`config.mk`:
```
export PLATFORM = sky130hd
export DESIGN_NAME = pg_sequencer
export DESIGN_NICKNAME = d
export VERILOG_FILES = /design/src/rtl/pg_seq_pkg.sv /design/src/rtl/pg_gate_latch.sv /design/src/rtl/pg_step_timer.sv /design/src/rtl/pg_out_stage.sv /design/src/rtl/pg_sequencer.sv
export SDC_FILE = /design/constraint.sdc
export NUM_CORES = 1
export LEC_CHECK = 0
export BUFFER_PORTS_ARGS = -buffer_cell sky130_fd_sc_hd__buf_2
export CORE_UTILIZATION = 66
export CTS_CLUSTER_SIZE = 14
export DETAILED_ROUTE_END_ITERATION = 10
export PLACE_DENSITY = 0.86
export RECOVER_POWER = 50
export SYNTH_ARGS = -nofsm -noshare
export SYNTH_HDL_FRONTEND = slang
export SYNTH_HIERARCHICAL = 1
export SYNTH_SLANG_ARGS = --single-unit
```
`constraint.sdc`:
```
create_clock -name clk -period 8.2 [get_ports clk]
set_clock_uncertainty 0.05 [all_clocks]
set_input_delay 0.41 -clock clk [delete_from_list [all_inputs] [get_ports clk]]
set_output_delay 0.41 -clock clk [all_outputs]
set_load 0.01 [all_outputs]
```
`src/rtl/pg_seq_pkg.sv`:
```
package pg_seq_pkg;
  localparam int unsigned NUM_PG = 4;
  localparam int unsigned STEP_W = $clog2(NUM_PG + 1);
  typedef logic [STEP_W-1:0] step_t;
endpackage

```
`src/rtl/pg_gate_latch.sv`:
```
module pg_gate_latch (
  input  logic clk,
  input  logic rst_n,
  input  logic fault_i,
  input  logic gate_ok_i,
  output logic latched_o
);
  logic latched_q;

  always_ff @(posedge clk or negedge rst_n) begin
    if (!rst_n)         latched_q <= 1'b0;
    else if (fault_i)   latched_q <= 1'b0;
    else if (gate_ok_i) latched_q <= 1'b1;
  end

  assign latched_o = latched_q;


  latch_sticky_chk: assert property (@(posedge clk) disable iff (!rst_n)
    (latched_q && !fault_i) |=> latched_q);

  latch_fault_clr_chk: assert property (@(posedge clk) disable iff (!rst_n)
    fault_i |=> !latched_q);
endmodule

```
`src/rtl/pg_step_timer.sv`:
```
module pg_step_timer
  import pg_seq_pkg::*;
#(
  parameter int unsigned SEL_W = 3,
  parameter int unsigned DLY_W = 24,
  parameter logic [(1<<SEL_W)*DLY_W-1:0] DLY_TABLE = '1
) (
  input  logic             clk,
  input  logic             rst_n,
  input  logic             fault_i,
  input  logic             start_i,
  input  logic [SEL_W-1:0] dly_sel_i,
  output step_t            step_o
);
  step_t            step_q;
  logic [DLY_W-1:0] cnt_q;
  logic [DLY_W-1:0] dly_q;
  logic [DLY_W:0]   cnt_nxt;
  logic             period_end;

  assign cnt_nxt    = {1'b0, cnt_q} + 1'b1;
  assign period_end = cnt_nxt >= {1'b0, dly_q};

  always_ff @(posedge clk or negedge rst_n) begin
    if (!rst_n) begin
      step_q <= '0;
      cnt_q  <= '0;
      dly_q  <= '0;
    end else if (fault_i) begin
      step_q <= '0;
      cnt_q  <= '0;
    end else if (step_q == '0) begin
      if (start_i) begin
        step_q <= step_t'(1);
        cnt_q  <= '0;
        dly_q  <= DLY_TABLE[dly_sel_i*DLY_W +: DLY_W];
      end
    end else if (int'(step_q) < NUM_PG) begin
      if (period_end) begin
        step_q <= step_q + step_t'(1);
        cnt_q  <= '0;
      end else begin
        cnt_q <= cnt_nxt[DLY_W-1:0];
      end
    end
  end

  assign step_o = step_q;


  step_by_one_chk: assert property (@(posedge clk) disable iff (!rst_n)
    !fault_i |=> (step_q == $past(step_q) || step_q == $past(step_q) + step_t'(1)));

  step_needs_latch_chk: assert property (@(posedge clk) disable iff (!rst_n)
    (step_q != '0) |-> start_i);

  dly_hold_chk: assert property (@(posedge clk) disable iff (!rst_n)
    (step_q != '0 && !fault_i) |=> $stable(dly_q));
endmodule

```
`src/rtl/pg_out_stage.sv`:
```
module pg_out_stage
  import pg_seq_pkg::*;
(
  input  step_t             step_i,
  input  logic              fault_i,
  input  logic              pg1_en_i,
  input  logic [NUM_PG-2:0] en_chain_i,
  output logic [NUM_PG-1:0] drv_o,
  output logic [NUM_PG-1:0] oe_o,
  output logic              done_o
);
  logic [NUM_PG-1:0] gate_and;

  assign gate_and[0] = pg1_en_i;

  genvar gi;
  generate
    for (gi = 0; gi < NUM_PG; gi++) begin : g_pin
      if (gi >= 1) begin : g_cascade
        if (gi == 1) begin : g_first
          assign gate_and[gi] = en_chain_i[0];
        end else begin : g_rest
          assign gate_and[gi] = gate_and[gi-1] & en_chain_i[gi-1];
        end
      end
      assign drv_o[gi] = fault_i | ~(int'(step_i) > gi);
      assign oe_o[gi]  = fault_i | gate_and[gi];
    end
  endgenerate

  assign done_o = !fault_i && (int'(step_i) == NUM_PG);
endmodule

```
`src/rtl/pg_sequencer.sv`:
```
module pg_sequencer
  import pg_seq_pkg::*;
#(
  parameter int unsigned SEL_W = 3,
  parameter int unsigned DLY_W = 24,
  parameter logic [(1<<SEL_W)*DLY_W-1:0] DLY_TABLE = {
    24'd16000000, 24'd8000000, 24'd4000000, 24'd1000000,
    24'd500000,   24'd100000,  24'd25000,   24'd5000}
) (
  input  logic             clk,
  input  logic             rst_n,
  input  logic             gate_ok_i,
  input  logic [SEL_W-1:0] dly_sel_i,
  input  logic             en_a_i,
  input  logic             en_b_i,
  input  logic             en_c_i,
  input  logic             pg1_en_i,
  input  logic             fault_i,
  output logic [3:0]       pg_drv_o,
  output logic [3:0]       pg_oe_o,
  output logic             seq_done_o
);
  logic  latched;
  step_t step;

  pg_gate_latch i_latch (
    .clk       (clk),
    .rst_n     (rst_n),
    .fault_i   (fault_i),
    .gate_ok_i (gate_ok_i),
    .latched_o (latched)
  );

  pg_step_timer #(
    .SEL_W     (SEL_W),
    .DLY_W     (DLY_W),
    .DLY_TABLE (DLY_TABLE)
  ) i_timer (
    .clk       (clk),
    .rst_n     (rst_n),
    .fault_i   (fault_i),
    .start_i   (latched),
    .dly_sel_i (dly_sel_i),
    .step_o    (step)
  );

  pg_out_stage i_out (
    .step_i     (step),
    .fault_i    (fault_i),
    .pg1_en_i   (pg1_en_i),
    .en_chain_i ({en_c_i, en_b_i, en_a_i}),
    .drv_o      (pg_drv_o),
    .oe_o       (pg_oe_o),
    .done_o     (seq_done_o)
  );


  no_early_pg_chk: assert property (@(posedge clk) disable iff (!rst_n)
    !latched |-> (pg_drv_o == 4'hF));

  order_chk: assert property (@(posedge clk) disable iff (!rst_n)
    ((~pg_drv_o) & ((~pg_drv_o) + 4'd1)) == 4'd0);

  fault_force_chk: assert property (@(posedge clk) disable iff (!rst_n)
    fault_i |-> (pg_drv_o == 4'hF && pg_oe_o == 4'hF));

  nest_chk: assert property (@(posedge clk) disable iff (!rst_n)
    (!fault_i && pg_oe_o[3]) |-> (pg_oe_o[2] && pg_oe_o[1]));

  done_chk: assert property (@(posedge clk) disable iff (!rst_n)
    seq_done_o |-> (pg_drv_o == 4'h0));
endmodule

```
==> impl_metrics.py <==
metrics = {
    "run_status": {
        "status": "finished, violations left",
        "violations": "max-capacitance violations, max-slew violations",
    },
    "timing": {
        "rsz0062_at_grt": "no",
        "worst_slew_pin_slew_ns": 2.459,
        "max_freq_ghz": 0.2359,
        "max_slew_margin": -0.6393,
        "tns_ns": 0,
        "hold_viol": 0,
        "drv_slew": 48,
        "worst_slack_ns": 3.961,
        "fin_crit_sh": 0.5169,
        "finalCriticalPeriod_ns": 4.239,
        "setup_viol": 0,
    },
    "yosys": {
        "synthTopCellsByArea": "dfrtp_1 38%, ha_1 10%, nand2_1 5.4%",
        "synth.net_count": 377,
        "syn-cell-area_um2": 3131,
        "synth_edf_count": 0,
        "async_flop_share": 1.000,
        "yosysWarnings": 6,
        "synth_top_area_share": 0.3757,
        "synthFlopType": "dfrtp_1",
        "yosysUniqueCellTypes": 50,
        "syn_area_per_cell_um2": 9.207,
        "yosys.area.top_type": "dfrtp_1",
        "ys_seq_elements": 47,
        "synthesis.instances": 340,
        "seq_area_frac_synth": 0.3757,
    },
    "critical_path": {
        "cp-endpoint": "i_timer/step_o[2]",
        "required_ns": 8.31,
        "ff2ff_setup_slack_ns": 3.96,
        "crit_type": "reg -> reg",
        "cp_max_fo": 11,
        "cp.arrival_ns": 4.35,
        "startpoint": "i_timer/cnt_q[0]",
        "r2r-start": "i_timer/cnt_q[0]",
        "reg2reg_depth": 13,
        "end_kind": "flip-flop",
        "r2r_end": "i_timer/step_o[2]",
        "cp-start-kind": "flip-flop",
    },
    "grt": {
        "grt_busiest_layer": "met2",
        "grt_max_degree": 48,
        "met3_usage": 0.05983,
        "use_met1": 0.4054,
        "grtUsageTotal": 0.2925,
        "grt_pass1_wl_um": 11470,
        "grt_pass1_vias": 2442,
        "met2_usage": 0.4690,
        "grt_overflow": 0,
        "antenna_found_initial": 0,
    },
    "cts": {
        "cts_buffer_depth": 2,
        "cts_resized": 0,
        "cts_setup_buffers": 0,
        "numCtsBuffers": 5,
        "clkLatencyLatePin_ns": 0.30,
        "cts-root-buf": "clkbuf_8",
        "clk_pin_slew_worst_paths_ns": 0.08,
        "cts-htree-levels": 2,
        "cts.sinks": 47,
        "hold_buffers": 0,
        "cts_tree": "yes",
    },
    "detailed_routing": {
        "route.vias.total": 2466,
        "drc_errors": 0,
        "dr.pass1.iters": 4,
        "viasPerCell": 6.074,
        "wire_per_inst_um": 16.23,
        "dr.first_iter.drc_count": 203,
        "ant_nets": 0,
        "wirelength_um": 6591,
    },
    "layout": {
        "final_util": 0.7461,
        "area_delta_synth_final_pct": 5.915,
        "postLayoutCellArea_um2": 3316,
        "nets": 391,
        "diodes": 0,
        "drive_gt1_frac": 0.1186,
    },
    "floorplan": {
        "core_um2": 4444,
        "initial_core_util": 0.7044,
        "die_y_um": 70.87,
        "ios": 20,
        "rows": 24,
        "fp.dieW_um": 70.87,
        "die-area_um2": 5023,
    },
    "pwr": {
        "power_density_nw_per_um2": 221.0,
        "power.total_uw": 732.7,
        "max-vdd-ir-drop_mv": 0.1333,
        "p_leak_uw": 0.001612,
    },
    "placed_design": {
        "io_buffers": 19,
        "place_hpwl_um": 4933,
        "place_congestion": 0.8196,
        "place_ws_ns": 4.059,
        "dpl_cell_area_um2": 3233,
    },
    "flow_run": {
        "drv_cap": 1,
    },
    "worst_hold_path": {
        "holdPathStages": 2,
        "min_path_type": "in -> reg",
    },
}
[sequential cells by signal (all words and copies together) (netlist names)]
name	flops
i_timer/step_o	3
i_latch/latched_o	1
i_timer/cnt_q	24
i_timer/dly_q	19
[where the power goes]
group | switching, µW | internal [µW] | leakage (µW)
Sequential | 35.0 | 282 | 0.000627
Combinational | 169 | 107 | 0.000938
Clock | 73.5 | 66.2 | 0.0000470
Total | 277 | 455 | 0.00161
[synthesized netlist by cell type (all sizes together) (4+ instances only)]
library cell	instances
a21o	5
a21oi	9
a22o	5
a31o	12
and2	10
and3	8
clkbuf	10
dfrtp	47
ha	26
inv	26
mux2	6
nand2	45
nand3	12
nand4	5
nor2	13
nor3	7
o21ai	17
o21bai	4
o31ai	13
or2	6
xnor2	13
xor2	10
[cell type report]
class / instances / area, µm²
Fill cell: 327 / 1129
Timing Repair Buffer: 20 / 97.59
Tap cell: 52 / 65.06
Clock inverter: 1 / 5.005
Multi-Input combinational cell: 254 / 1792
Sequential cell: 47 / 1176
Inverter: 26 / 97.59
Clock buffer: 6 / 82.58
[routing by layer]
metal / up-vias / part of all wire
met5: - / 0
met4: 0 / 0.017
met3: 13 / 0.045
met2: 66 / 0.48
met1: 1174 / 0.46
li1: 1213 / -
[stage by stage]
| step | instances | hold slack (ns) |
|---|---|---|
| after floorplan | 340 | 0.06441 |
| after global placement | 399 | 0.4109 |
| after detailed placement | 399 | 0.4215 |
| after CTS | 406 | 0.2636 |
| after global routing | 406 | 0.2738 |
| final | 406 | 0.2878 |
[worst min path at each step]
stage / startpoint / end
after floorplan: rst_n / i_latch/latched_o
after global placement: i_timer/dly_q[6] / i_timer/dly_q[6]
after detailed placement: i_timer/dly_q[21] / i_timer/dly_q[21]
after CTS: rst_n / i_timer/cnt_q[23]
after global routing: gate_ok_i / i_latch/latched_o
final: gate_ok_i / i_latch/latched_o
[cell usage in the layout, fill, tap and decap left out, types with 3 or more instances in the layout]
cell type and count:
dfrtp_1 47, nand2_1 45, inv_1 26, ha_1 26, o21ai_0 17, buf_2 15, o31ai_1 13, xnor2_1 13
nand3_1 12, nor2_1 11, xor2_1 10, a31o_1 10, and2_1 10, a21oi_1 8, and3_1 8, clkbuf_8 6
mux2_2 6, a21o_1 5, nor3_1 5, a22o_1 5, or2_1 4, o21bai_1 4, nand4_1 4, clkbuf_1 4
mux2i_1 3, nor2b_1 3
[kinds of logic after synthesis]
logic type	synth area share
XOR/XNOR	0.06435
AO/OA/AOI/OAI	0.1695
flip-flops	0.3757
adder cells (fa/ha/maj)	0.1039
multiplexers	0.03117
buffers and inverters	0.05196
AND/OR/NAND/NOR	0.2034
[critical path, stage by stage (launching register included)]
cell and delay (ns):
dfrtp_1 0.40, ha_1 0.24, inv_1 0.11, or4_4 0.56
nor2_4 0.19, and3_1 0.19, xor2_1 0.24, ha_1 0.29
a21o_1 0.18, a2111oi_0 0.55, o31ai_1 0.16, a31o_1 0.33
nor2_2 0.43, o22ai_1 0.17
No activity file was read; power rests on OpenSTA's default activity.
